## src/rtl/nrs_pkg.sv

```systemverilog
package nrs_pkg;
    localparam int BLK_W  = 4;
    localparam int IDX_W  = 8;
    localparam int DATA_W = 31;
    localparam int PRIO_W = 8;
    localparam int PEND_W = 8;
    localparam logic [PRIO_W-1:0] PRIO_MASKED = {PRIO_W{1'b1}};

    typedef logic [1:0] pq_t;
    localparam pq_t PQ_IDLE = 2'b00;
    localparam pq_t PQ_PEND = 2'b10;
    localparam pq_t PQ_FULL = 2'b11;
    localparam pq_t PQ_OFF  = 2'b01;

    typedef struct packed {
        logic              valid;
        logic              enq_en;
        logic              ntf_always;
        logic              backlog;
        logic              esc_en;
        logic              uncond;
        logic              silent;
        logic              fmt;
        pq_t               ntf_pq;
        pq_t               esc_pq;
        logic [PRIO_W-1:0] prio;
        logic [BLK_W-1:0]  vp_blk;
        logic [IDX_W-1:0]  vp_idx;
        logic [BLK_W-1:0]  esc_blk;
        logic [IDX_W-1:0]  esc_idx;
        logic [DATA_W-1:0] esc_data;
    } desc_t;

    localparam int DESC_W = $bits(desc_t);
    localparam int REC_W  = PEND_W + 1;

    typedef enum logic [2:0] {
        ST_IDLE, ST_DESC, ST_NPQ, ST_VP, ST_ESC, ST_DONE
    } state_t;
endpackage

```

## src/rtl/nrs_pq_trigger.sv

```systemverilog
module nrs_pq_trigger
    import nrs_pkg::*;
(
    input  pq_t  pq_in,
    output pq_t  pq_out,
    output logic fire
);
    always_comb begin
        case (pq_in)
            PQ_IDLE: begin pq_out = PQ_PEND; fire = 1'b1; end
            PQ_PEND: begin pq_out = PQ_FULL; fire = 1'b0; end
            default: begin pq_out = pq_in;   fire = 1'b0; end
        endcase
    end
endmodule

```

## src/rtl/nrs_pend_bit.sv

```systemverilog
module nrs_pend_bit
    import nrs_pkg::*;
(
    input  logic [PRIO_W-1:0] prio,
    output logic [PEND_W-1:0] pend
);
    for (genvar g = 0; g < PEND_W; g++) begin : g_bit
        assign pend[PEND_W-1-g] = (prio == PRIO_W'(g));
    end
endmodule

```

## src/rtl/nrs_depth_ctr.sv

```systemverilog
module nrs_depth_ctr #(
    parameter int MAX_DEPTH = 4
) (
    input  logic clk,
    input  logic rst,
    input  logic clear,
    input  logic step,
    output logic at_limit
);
    localparam int CW = $clog2(MAX_DEPTH + 1);
    logic [CW-1:0] cnt;

    assign at_limit = (cnt == CW'(MAX_DEPTH));

    always_ff @(posedge clk) begin
        if (rst || clear) cnt <= '0;
        else if (step)    cnt <= cnt + 1'b1;
    end

    assert_no_step_past_limit_R10: assert property (@(posedge clk) disable iff (rst)
        step |-> !at_limit);
endmodule

```

## src/rtl/nrs_route_seq.sv

```systemverilog
module nrs_route_seq
    import nrs_pkg::*;
#(
    parameter int MAX_ESC_DEPTH = 4
) (
    input  logic              clk,
    input  logic              rst,
    input  logic              trig_valid,
    input  logic [BLK_W-1:0]  trig_blk,
    input  logic [IDX_W-1:0]  trig_idx,
    input  logic [DATA_W-1:0] trig_data,
    output logic              trig_ready,
    output logic              done,
    output logic              err,
    output logic              desc_rd_en,
    output logic [BLK_W-1:0]  desc_blk,
    output logic [IDX_W-1:0]  desc_idx,
    input  logic              desc_rd_ok,
    input  logic [DESC_W-1:0] desc_rd_data,
    output logic              desc_wr_en,
    output logic [3:0]        desc_wr_state,
    output logic              enq_valid,
    output logic [DATA_W-1:0] enq_data,
    output logic              vp_rd_en,
    output logic [BLK_W-1:0]  vp_blk,
    output logic [IDX_W-1:0]  vp_idx,
    input  logic [REC_W-1:0]  vp_rd_data,
    output logic              vp_wr_en,
    output logic [PEND_W-1:0] vp_wr_pend,
    output logic              pres_req,
    output logic              pres_fmt,
    output logic [BLK_W-1:0]  pres_blk,
    output logic [IDX_W-1:0]  pres_idx,
    output logic [PRIO_W-1:0] pres_prio,
    input  logic              pres_hit
);
    state_t            st;
    state_t            after_desc;
    desc_t             d;
    desc_t             din;
    logic [BLK_W-1:0]  cur_blk;
    logic [IDX_W-1:0]  cur_idx;
    logic [DATA_W-1:0] cur_data;
    pq_t               pq_src [2];
    pq_t               pq_new [2];
    logic [1:0]        pq_fire;
    logic [PEND_W-1:0] pend;
    logic              at_limit;
    logic              desc_good;
    logic              vp_ok;
    logic              esc_go;
    logic              accept;

    assign din       = desc_t'(desc_rd_data);
    assign desc_good = desc_rd_ok && din.valid;
    assign vp_ok     = vp_rd_data[PEND_W];
    assign accept    = (st == ST_IDLE) && trig_valid;

    // Coalescing units: index 0 filters notification, index 1 escalation
    assign pq_src[0] = d.ntf_pq;
    assign pq_src[1] = d.esc_pq;
    for (genvar g = 0; g < 2; g++) begin : g_pq
        nrs_pq_trigger u_pq (
            .pq_in  (pq_src[g]),
            .pq_out (pq_new[g]),
            .fire   (pq_fire[g])
        );
    end

    nrs_pend_bit u_pend (
        .prio (d.prio),
        .pend (pend)
    );

    assign esc_go = d.esc_en && (d.uncond || pq_fire[1]);

    nrs_depth_ctr #(.MAX_DEPTH(MAX_ESC_DEPTH)) u_depth (
        .clk      (clk),
        .rst      (rst),
        .clear    (accept),
        .step     ((st == ST_ESC) && esc_go && !at_limit),
        .at_limit (at_limit)
    );

    // Route taken once a valid descriptor has been read
    always_comb begin
        if (din.silent)                             after_desc = ST_ESC;
        else if (!din.fmt && din.prio == PRIO_MASKED) after_desc = ST_DONE;
        else if (!din.ntf_always)                   after_desc = ST_NPQ;
        else                                        after_desc = ST_VP;
    end

    always_ff @(posedge clk) begin
        if (rst) begin
            st       <= ST_IDLE;
            err      <= 1'b0;
            d        <= '0;
            cur_blk  <= '0;
            cur_idx  <= '0;
            cur_data <= '0;
        end else begin
            case (st)
                ST_IDLE: if (trig_valid) begin
                    cur_blk  <= trig_blk;
                    cur_idx  <= trig_idx;
                    cur_data <= trig_data;
                    err      <= 1'b0;
                    st       <= ST_DESC;
                end
                ST_DESC: begin
                    if (desc_good) begin
                        d  <= din;
                        st <= after_desc;
                    end else begin
                        st <= ST_DONE;
                    end
                end
                ST_NPQ: begin
                    d.ntf_pq <= pq_new[0];
                    st       <= pq_fire[0] ? ST_VP : ST_DONE;
                end
                ST_VP: begin
                    if (!vp_ok || pres_hit || (d.backlog && d.fmt)) st <= ST_DONE;
                    else                                             st <= ST_ESC;
                end
                ST_ESC: begin
                    if (d.esc_en && !d.uncond) d.esc_pq <= pq_new[1];
                    if (!esc_go) begin
                        st <= ST_DONE;
                    end else if (at_limit) begin
                        err <= 1'b1;
                        st  <= ST_DONE;
                    end else begin
                        cur_blk  <= d.esc_blk;
                        cur_idx  <= d.esc_idx;
                        cur_data <= d.esc_data;
                        st       <= ST_DESC;
                    end
                end
                default: st <= ST_IDLE;
            endcase
        end
    end

    assign trig_ready = (st == ST_IDLE);
    assign done       = (st == ST_DONE);

    assign desc_rd_en = (st == ST_DESC);
    assign desc_blk   = cur_blk;
    assign desc_idx   = cur_idx;
    assign enq_valid  = (st == ST_DESC) && desc_good && din.enq_en;
    assign enq_data   = cur_data;

    assign desc_wr_en = ((st == ST_NPQ) && (pq_new[0] != d.ntf_pq)) ||
                        ((st == ST_ESC) && d.esc_en && !d.uncond && (pq_new[1] != d.esc_pq));
    assign desc_wr_state = (st == ST_NPQ) ? {pq_new[0], d.esc_pq} : {d.ntf_pq, pq_new[1]};

    assign vp_rd_en   = (st == ST_VP);
    assign vp_blk     = d.vp_blk;
    assign vp_idx     = d.vp_idx;
    assign pres_req   = (st == ST_VP) && vp_ok;
    assign pres_fmt   = d.fmt;
    assign pres_blk   = d.vp_blk;
    assign pres_idx   = d.vp_idx;
    assign pres_prio  = d.prio;
    assign vp_wr_en   = pres_req && !pres_hit && d.backlog && !d.fmt;
    assign vp_wr_pend = vp_rd_data[PEND_W-1:0] | pend;

    assert_done_then_ready_R1: assert property (@(posedge clk) disable iff (rst)
        done |=> trig_ready);
    assert_stages_hold_valid_R2: assert property (@(posedge clk) disable iff (rst)
        (st == ST_NPQ || st == ST_VP || st == ST_ESC) |-> d.valid);
    assert_enq_from_flag_R3: assert property (@(posedge clk) disable iff (rst)
        enq_valid |=> (d.enq_en && !enq_valid));
    assert_silent_no_query_R4: assert property (@(posedge clk) disable iff (rst)
        (st == ST_VP) |-> !d.silent);
    assert_masked_no_query_R5: assert property (@(posedge clk) disable iff (rst)
        pres_req |-> !(pres_fmt == 1'b0 && pres_prio == PRIO_MASKED));
    assert_off_pair_stops_R6: assert property (@(posedge clk) disable iff (rst)
        (st == ST_NPQ && d.ntf_pq == PQ_OFF && !d.ntf_always) |=> (st == ST_DONE));
    assert_one_query_R7: assert property (@(posedge clk) disable iff (rst)
        pres_req |=> !pres_req);
    assert_err_with_done_R10: assert property (@(posedge clk) disable iff (rst)
        $rose(err) |-> done);
endmodule

```

## config.mk

```make
export PLATFORM = sky130hd
export DESIGN_NAME = nrs_route_seq
export DESIGN_NICKNAME = d
export VERILOG_FILES = /design/src/rtl/nrs_pkg.sv /design/src/rtl/nrs_pq_trigger.sv /design/src/rtl/nrs_pend_bit.sv /design/src/rtl/nrs_depth_ctr.sv /design/src/rtl/nrs_route_seq.sv
export SDC_FILE = /design/constraint.sdc
export NUM_CORES = 1
export LEC_CHECK = 0
export ABC_AREA = 1
export BUFFER_PORTS_ARGS = -buffer_cell sky130_fd_sc_hd__buf_2
export CAP_MARGIN = 10
export CELL_PAD_IN_SITES_DETAIL_PLACEMENT = 1
export CELL_PAD_IN_SITES_GLOBAL_PLACEMENT = 1
export CORE_MARGIN = 3
export CORE_UTILIZATION = 35
export DETAILED_ROUTE_END_ITERATION = 12
export PLACE_DENSITY_LB_ADDON = 0.1
export RECOVER_POWER = 100
export SYNTH_ARGS = -nofsm -noshare
export SYNTH_HDL_FRONTEND = slang
export SYNTH_SLANG_ARGS = --single-unit
```

## constraint.sdc

```tcl
create_clock -name clk -period 4.12 [get_ports clk]
set_input_delay 0.206 -clock clk [delete_from_list [all_inputs] [get_ports clk]]
set_output_delay 0.206 -clock clk [all_outputs]
set_load 0.02 [all_outputs]
```

==> impl_metrics.py, run 1 <==
metrics = {
    "final_layout": {
        "final_nets": 1070,
        "fin_cells": 1133,
        "fill_cells": 1988,
        "final_cell_mix": "148 x nand2_1, 132 x buf_2, 121 x dfxtp_1, 103 x o21ai_0, 97 x clkbuf_1",
        "drive_gt1_share_pct": 18.1,
        "final_common_cell": "nand2_1",
        "area_growth_pct": 25.3,
    },
    "detailed_routing": {
        "vias": 5570,
        "routed_via_density": 4.92,
        "drtAntennaViolNets": 0,
        "drtIter0Drc": 204,
        "wl_per_cell_um": 15.5,
        "drt-total-wl_um": 17500,
        "dr.pass1.iters": 4,
        "drc": 0,
    },
    "power_and_ir_drop": {
        "internal-power_mw": 2.39,
        "cellPowerDensity_nw_per_um2": 506,
        "power_mw": 3.44,
        "seqPwrFrac_pct": 38.8,
        "netSwitchingFraction_pct": 30.4,
        "net-switching-power_mw": 1.04,
        "ir_drop_mv": 0.302,
        "p_leak_nw": 2.90,
        "clockPowerShare_pct": 41.9,
        "p_comb_share_pct": 19.3,
    },
    "synthesis": {
        "synth_area_um2": 5420,
        "yosysWarnings": 0,
        "synth-seq-cells": 121,
        "ys_types": 25,
        "synth_compound_area_share_pct": 19.7,
        "yosysTopAreaCellShare_pct": 44.7,
        "synth_fa_ha_area_share_pct": 0.461,
        "muxShareOfSynthArea_pct": 0,
        "avgSynthCellArea_um2": 7.07,
        "yosysSeqAreaShare_pct": 44.7,
        "synth.area.top_cells": "dfxtp_1 45%, nand2_1 10%, o21ai_0 9.5%, a21oi_1 8.2%, nor2_1 5.7%",
        "synthSimpleGateAreaFrac_pct": 22.3,
        "yosys.area.top_type": "dfxtp_1",
        "synth_nets": 901,
        "synth_top_family_by_area": "simple AND/OR/NAND/NOR gates",
        "synth_cells": 767,
        "synthXorXnorAreaFrac_pct": 0.162,
    },
    "grt": {
        "gr-usage-all-layers_pct": 20.7,
        "antenna_found_initial": 0,
        "grt_max_degree": 108,
        "grt_pass1_wl_um": 28000,
        "gr-total-overflow": 0,
        "first_global_vias": 5772,
    },
    "sta": {
        "fmax_ghz": 0.320,
        "hold_slack_ns": 0.0312,
        "fin_crit_sh_pct": 76.0,
        "setup_viol_count_final": 0,
        "maxSlewHeadroom_pct": 7.86,
        "hold_viol": 0,
        "clock_skew_ns": 0.00745,
        "rsz0062_at_grt": "no",
        "fin_setup_tns_ns": 0,
        "drv_slew": 0,
        "tightest_slew_ns": 1.38,
        "fin_ws_ns": 0.991,
        "period_needed_ns": 3.13,
    },
    "floorplanning": {
        "initial_core_util_pct": 36.5,
        "dieArea_um2": 17000,
        "core_area_um2": 14900,
        "die_w_um": 130,
        "die_y_um": 130,
        "io_pins": 229,
        "rows": 44,
    },
    "worst_hold_path": {
        "hold_end": "pres_blk[2]",
        "hold_start": "desc_rd_data[53]",
        "hp-class": "in -> reg",
        "whs_path_depth": 3,
    },
    "cts": {
        "clockBufferDepth": 2,
        "clk_pin_slew_worst_paths_ns": 0.05,
        "tritoncts": "done",
        "cts-root-buf": "clkbuf_16",
        "clkLatencyLatePin_ns": 0.42,
        "numCtsBuffers": 17,
        "cts_hold_buf": 0,
        "post_cts_resized": 0,
        "post-cts-setup-buffer-count": 0,
        "cts_max_level": 4,
        "cts.sinks": 121,
    },
    "worst_setup_path": {
        "end_kind": "flip-flop",
        "rr_endpoint": "pres_fmt",
        "reg2reg_setup_slack_ns": 0.99,
        "cp_slowest_cell": "inv_1",
        "required_ns": 4.45,
        "cp_num_buf_inv": 1,
        "slowest_delay_ns": 1.10,
        "arrival_ns": 3.46,
        "cp_top_family": "simple AND/OR/NAND/NOR gates",
        "worstPathMaxFanout": 107,
        "rr_worst_depth": 6,
        "critPathLaunchType": "flip-flop",
        "r2r_start": "st[0]",
        "path_class": "reg -> reg",
        "crit_chain": "nand2_1, nor2_1, nand2_4, inv_1, o21ai_0, a21oi_1",
    },
    "flow_run": {
        "cap_violations": 0,
    },
    "run_status": {
        "status": "finished, final reports clean",
    },
    "place": {
        "place_ws_ns": 1.29,
        "place_inst": 1101,
        "dpl.hpwl_um": 12200,
        "gp_congestion": 0.793,
        "port_buffers": 228,
    },
}
## power groups by stage
stage	registers [mW]	clock network (mW)	logic, mW
6_report	1.33	1.44	0.663
5_1_grt	1.35	1.51	0.753
4_1_cts	1.33	1.47	0.700
3_5_place_dp	1.36	0	0.696
3_3_place_gp	1.35	0	0.676
2_1_floorplan	1.41	0	0.424
## cell usage after synthesis
library cell  number
nor4_1             1
nand3_1           53
o21ai_0          103
nand4_1            2
dfxtp_1          121
nand2_1          148
o21a_1             1
o22ai_1            1
inv_2              3
buf_4             36
inv_1             57
o21bai_1           8
o21ai_1            4
a21oi_1           89
nor2_4             2
nor2_2             1
o31ai_1            1
nand2_2            5
buf_2             21
ha_1               2
xor2_1             1
clkbuf_1          21
nor2_1            83
a31oi_1            1
buf_1              2
## sequential cells by signal (all words and copies together), names as in the netlist
name / flops
pres_prio: 8
enq_data: 31
d: 50
desc_idx: 8
u_depth.cnt: 3
desc_blk: 4
err: 1
pres_idx: 8
st: 3
pres_blk: 4
pres_fmt: 1
## area by class of cell
class	instances	area [um2]	share of cell area, %
diodes	1	2.50	0.0368
clock buffers	24	512	7.53
multi-input cells	506	2300	33.9
clock inverters	7	65.1	0.958
inverters	60	225	3.31
repair buffers	230	1030	15.2
well taps	184	230	3.39
flip-flops and latches	121	2420	35.7
## cells by family after synthesis
logic type                 count (synthesis)
AOI/OAI and AO/OA                        208
buffers and inverters                    140
DFF                                      121
and+or+nand+nor                          295
xor gates and xnor gates                   1
adders and majority gates                  2
## layer usage
metal	GRT usage, %	up-vias	wire length, um
met5	0	-	0
met4	7.08	0	296
met3	5.16	20	926
met2	35.3	140	8420
met1	25.6	2614	7900
li1	-	2796	-
## how the worst max path moves through the flow
stage	end	start	slack, ns	depth (start not counted)
after floorplan	vp_wr_en	st[2]	2.36	7
after global placement	desc_idx[2]	st[0]	1.44	7
after detailed placement	enq_data[22]	d[63]	1.29	7
after CTS	desc_idx[1]	d[63]	1.25	7
after global routing	pres_fmt	st[0]	0.53	6
final	pres_fmt	st[0]	0.99	6
## stage by stage
step,utilization (%),area (um2)
after floorplan,-,5420
final,45.7,6790
after global routing,45.7,6790
after global placement,42.7,6350
after CTS,46.6,6930
after detailed placement,42.7,6350
## worst reg2reg max path: stages, from the launching register on
cell and delay [ns]:
dfxtp_1 0.43, nand2_1 0.11, nor2_1 0.37, nand2_4 0.63
inv_1 1.14, o21ai_0 0.19, a21oi_1 0.18
Power figures use the tool's default switching activity.
==> run 2: changes to the inputs <==
--- a/config.mk
+++ b/config.mk
@@ -5,13 +5,13 @@
 export SDC_FILE = /design/constraint.sdc
 export NUM_CORES = 1
 export LEC_CHECK = 0
-export ABC_AREA = 1
+export ABC_AREA = 0
 export BUFFER_PORTS_ARGS = -buffer_cell sky130_fd_sc_hd__buf_2
 export CAP_MARGIN = 10
 export CELL_PAD_IN_SITES_DETAIL_PLACEMENT = 1
 export CELL_PAD_IN_SITES_GLOBAL_PLACEMENT = 1
 export CORE_MARGIN = 3
-export CORE_UTILIZATION = 35
+export CORE_UTILIZATION = 33
 export DETAILED_ROUTE_END_ITERATION = 12
 export PLACE_DENSITY_LB_ADDON = 0.1
 export RECOVER_POWER = 100
==> constraint.sdc (replaced) <==
create_clock -name clk -period 3.1 [get_ports clk]
set_input_delay 0.155 -clock clk [delete_from_list [all_inputs] [get_ports clk]]
set_output_delay 0.155 -clock clk [all_outputs]
set_load 0.02 [all_outputs]
==> impl_metrics.py, run 2 <==
metrics = {
    "run_status": {
        "status": "finished, final reports clean",
    },
    "final_layout": {
        "top_register": "d",
        "drive_gt1_share_pct": 19.3,
        "final_cell_mix": "142 x nor2_1, 142 x nand2_1, 131 x buf_2, 121 x dfxtp_1, 99 x clkbuf_1",
        "area_growth_pct": 42.0,
        "largest_reg_flops": 50,
        "multi_input_area_um2": 2160,
        "n_antenna_cell": 0,
        "postLayoutCellArea_um2": 7240,
        "fill_cells": 1896,
        "regArea_um2": 2420,
        "final_nets": 1049,
    },
    "place": {
        "dpl_cell_area_um2": 6120,
        "dpl.hpwl_um": 12500,
        "gp_congestion": 0.829,
        "port_buffers": 228,
        "place_ws_ns": 0.819,
    },
    "detailed_routing": {
        "drc": 0,
        "top_layer_used": "met4",
        "routed_via_density": 4.86,
        "dr_wl_met3_um": 1110,
        "wl_met1_um": 7600,
        "wl_per_cell_um": 16.4,
        "drtAntennaViolNets": 0,
        "vias": 5407,
        "dr.pass1.iters": 4,
        "drt-total-wl_um": 18200,
        "drtIter0Drc": 227,
        "wl_met2_um": 9340,
    },
    "worst_setup_path": {
        "path_depth": 4,
        "required_ns": 2.94,
        "cp_slowest_cell": "dfxtp_1",
        "arrival_ns": 2.40,
        "path_class": "reg -> out",
        "rr_worst_depth": 7,
        "slowest_delay_ns": 0.59,
        "worstPathMaxFanout": 15,
        "cp_top_family": "simple AND/OR/NAND/NOR gates",
        "end_kind": "primary output",
        "critPathLaunchType": "flip-flop",
        "crit_chain": "or3b_1, nor2_2, and2_1, buf_2",
        "cp_num_buf_inv": 1,
    },
    "grt": {
        "grt_pass1_wl_um": 28400,
        "gr-usage-all-layers_pct": 21.3,
        "grt_max_degree": 65,
        "antenna_found_initial": 0,
        "first_global_vias": 5759,
        "gr-total-overflow": 0,
    },
    "synthesis": {
        "yosysSeqAreaShare_pct": 47.5,
        "avgSynthCellArea_um2": 7.60,
        "yosys-top-cells-count": "142 x nand2_1, 142 x nor2_1, 121 x dfxtp_1",
        "synth_fa_ha_area_share_pct": 0.491,
        "ys_types": 46,
        "synth.area.top_cells": "dfxtp_1 48%, nand2_1 10%, nor2_1 10%, a21oi_1 7.4%, buf_4 5.4%",
        "ys.flop_type": "dfxtp_1",
        "muxShareOfSynthArea_pct": 0.196,
        "yosys.area.top_type": "dfxtp_1",
        "synthXorXnorAreaFrac_pct": 0.172,
        "synthSimpleGateAreaFrac_pct": 30.4,
        "synth_nets": 805,
        "synth_edf_count": 0,
        "yosysWarnings": 0,
        "synth_area_um2": 5100,
        "synthArstFlopShare_pct": 0,
        "synth-seq-cells": 121,
        "yosysTopAreaCellShare_pct": 47.5,
        "synth_compound_area_share_pct": 11.4,
        "synth_cells": 671,
        "synth_top_family_by_area": "simple AND/OR/NAND/NOR gates",
    },
    "power_and_ir_drop": {
        "power_mw": 4.56,
        "internal-power_mw": 3.33,
        "p_leak_nw": 3.04,
        "net-switching-power_mw": 1.23,
        "seqPwrFrac_pct": 38.1,
        "p_comb_share_pct": 15.3,
        "clockPowerShare_pct": 46.6,
        "cellPowerDensity_nw_per_um2": 630,
        "ir_drop_mv": 0.383,
        "netSwitchingFraction_pct": 26.9,
    },
    "cts": {
        "clk_pin_slew_worst_paths_ns": 0.06,
        "tritoncts": "done",
        "cts.sinks": 121,
        "clockBufferDepth": 2,
        "numCtsBuffers": 17,
        "cts-root-buf": "clkbuf_16",
        "clkLatencyLatePin_ns": 0.41,
        "cts_max_level": 4,
    },
    "sta": {
        "fin_ws_ns": 0.542,
        "fin_crit_sh_pct": 82.5,
        "rsz0062_at_grt": "no",
        "fin_setup_tns_ns": 0,
        "hold_viol": 0,
        "fmax_ghz": 0.391,
        "hold_slack_ns": 0.0173,
        "drv_slew": 0,
        "period_needed_ns": 2.56,
        "clock_skew_ns": 0.00787,
        "setup_viol_count_final": 0,
        "maxSlewHeadroom_pct": 19.3,
        "tightest_slew_ns": 1.21,
    },
    "floorplanning": {
        "io_pins": 229,
        "die_y_um": 130,
        "core_area_um2": 14800,
        "die_w_um": 130,
        "initial_core_util_pct": 34.4,
        "dieArea_um2": 17000,
        "rows": 44,
    },
    "worst_hold_path": {
        "whs_path_depth": 3,
        "hp-class": "in -> reg",
    },
    "flow_run": {
        "cap_violations": 0,
    },
}
-- run 2: changes by cell type after synthesis, sizes merged, moves of 5 or more --
cell / change
o21bai: -6
o21ai: -101
a21oi: -14
nand3: -49
nor2: +57
nor3: +5
nand2: -11
a21o: +5
nor4: +42
a31o: +6
inv: -51
-- run 2: cells by family after synthesis --
| group | count (synthesis) |
|---|---|
| AO/OA/AOI/OAI | 103 |
| AND/OR/NAND/NOR | 357 |
| flip-flops | 121 |
| XOR/XNOR | 1 |
| buffers and inverters | 86 |
| adder cells (fa/ha/maj) | 2 |
| multiplexers | 1 |
-- run 2: path summary, 6_finish.rpt --
kind	start	end	slack (ns)
max	st[0]	enq_valid	0.54
min	desc_rd_data[70]	d[70]	0.02
max reg2reg	u_depth.cnt[0]	enq_data[21]	0.62
min reg2reg	d[11]	d[11]	0.45
-- run 2: what timing repair did --
item                                    CTS  global route
buffers inserted                          0             0
hold buffers                             64             0
resized for setup                         0             0
hold endpoints to repair                 64             0
endpoints found under the setup margin    0             0
-- run 2: cell type report --
class | count | area share (%)
clock buffer | 21 | 6.50
clock inverter | 11 | 2.32
inverter | 9 | 0.467
multi-input combinational | 464 | 29.9
sequential | 121 | 33.5
tap | 184 | 3.18
timing repair buffer | 302 | 24.2
-- run 2: worst reg2reg max path, delay by kind of cell (launching register included) --
| family | cells | cell delay, ns |
|---|---|---|
| AO/OA/AOI/OAI | 2 | 1.21 |
| adder cells (fa/ha/maj) | 1 | 0.23 |
| buffers and inverters | 2 | 0.34 |
| flip-flops | 1 | 0.34 |
| AND/OR/NAND/NOR | 2 | 0.26 |
-- run 2: power by group through the flow --
stage,combinational [mW],clock [mW],sequential [mW]
global placement,0.647,0,1.76
global route,0.769,2.26,1.75
detailed placement,0.667,0,1.76
CTS,0.736,2.18,1.73
floorplan,0.340,0,1.83
finish,0.697,2.12,1.74
-- run 2: through the flow --
| step | util, % | std cells |
|---|---|---|
| after global placement | 41.3 | 1016 |
| after detailed placement | 41.3 | 1016 |
| after floorplan | - | 671 |
| after CTS | 50.0 | 1112 |
| after global routing | 48.9 | 1112 |
| final | 48.9 | 1112 |
-- run 2: per-layer routing --
metal  global-route usage [%]  up-vias
met5                        0        -
met3                     6.84       16
met1                     23.5     2548
met2                     39.0      157
li1                         -     2686
met4                     6.05        0
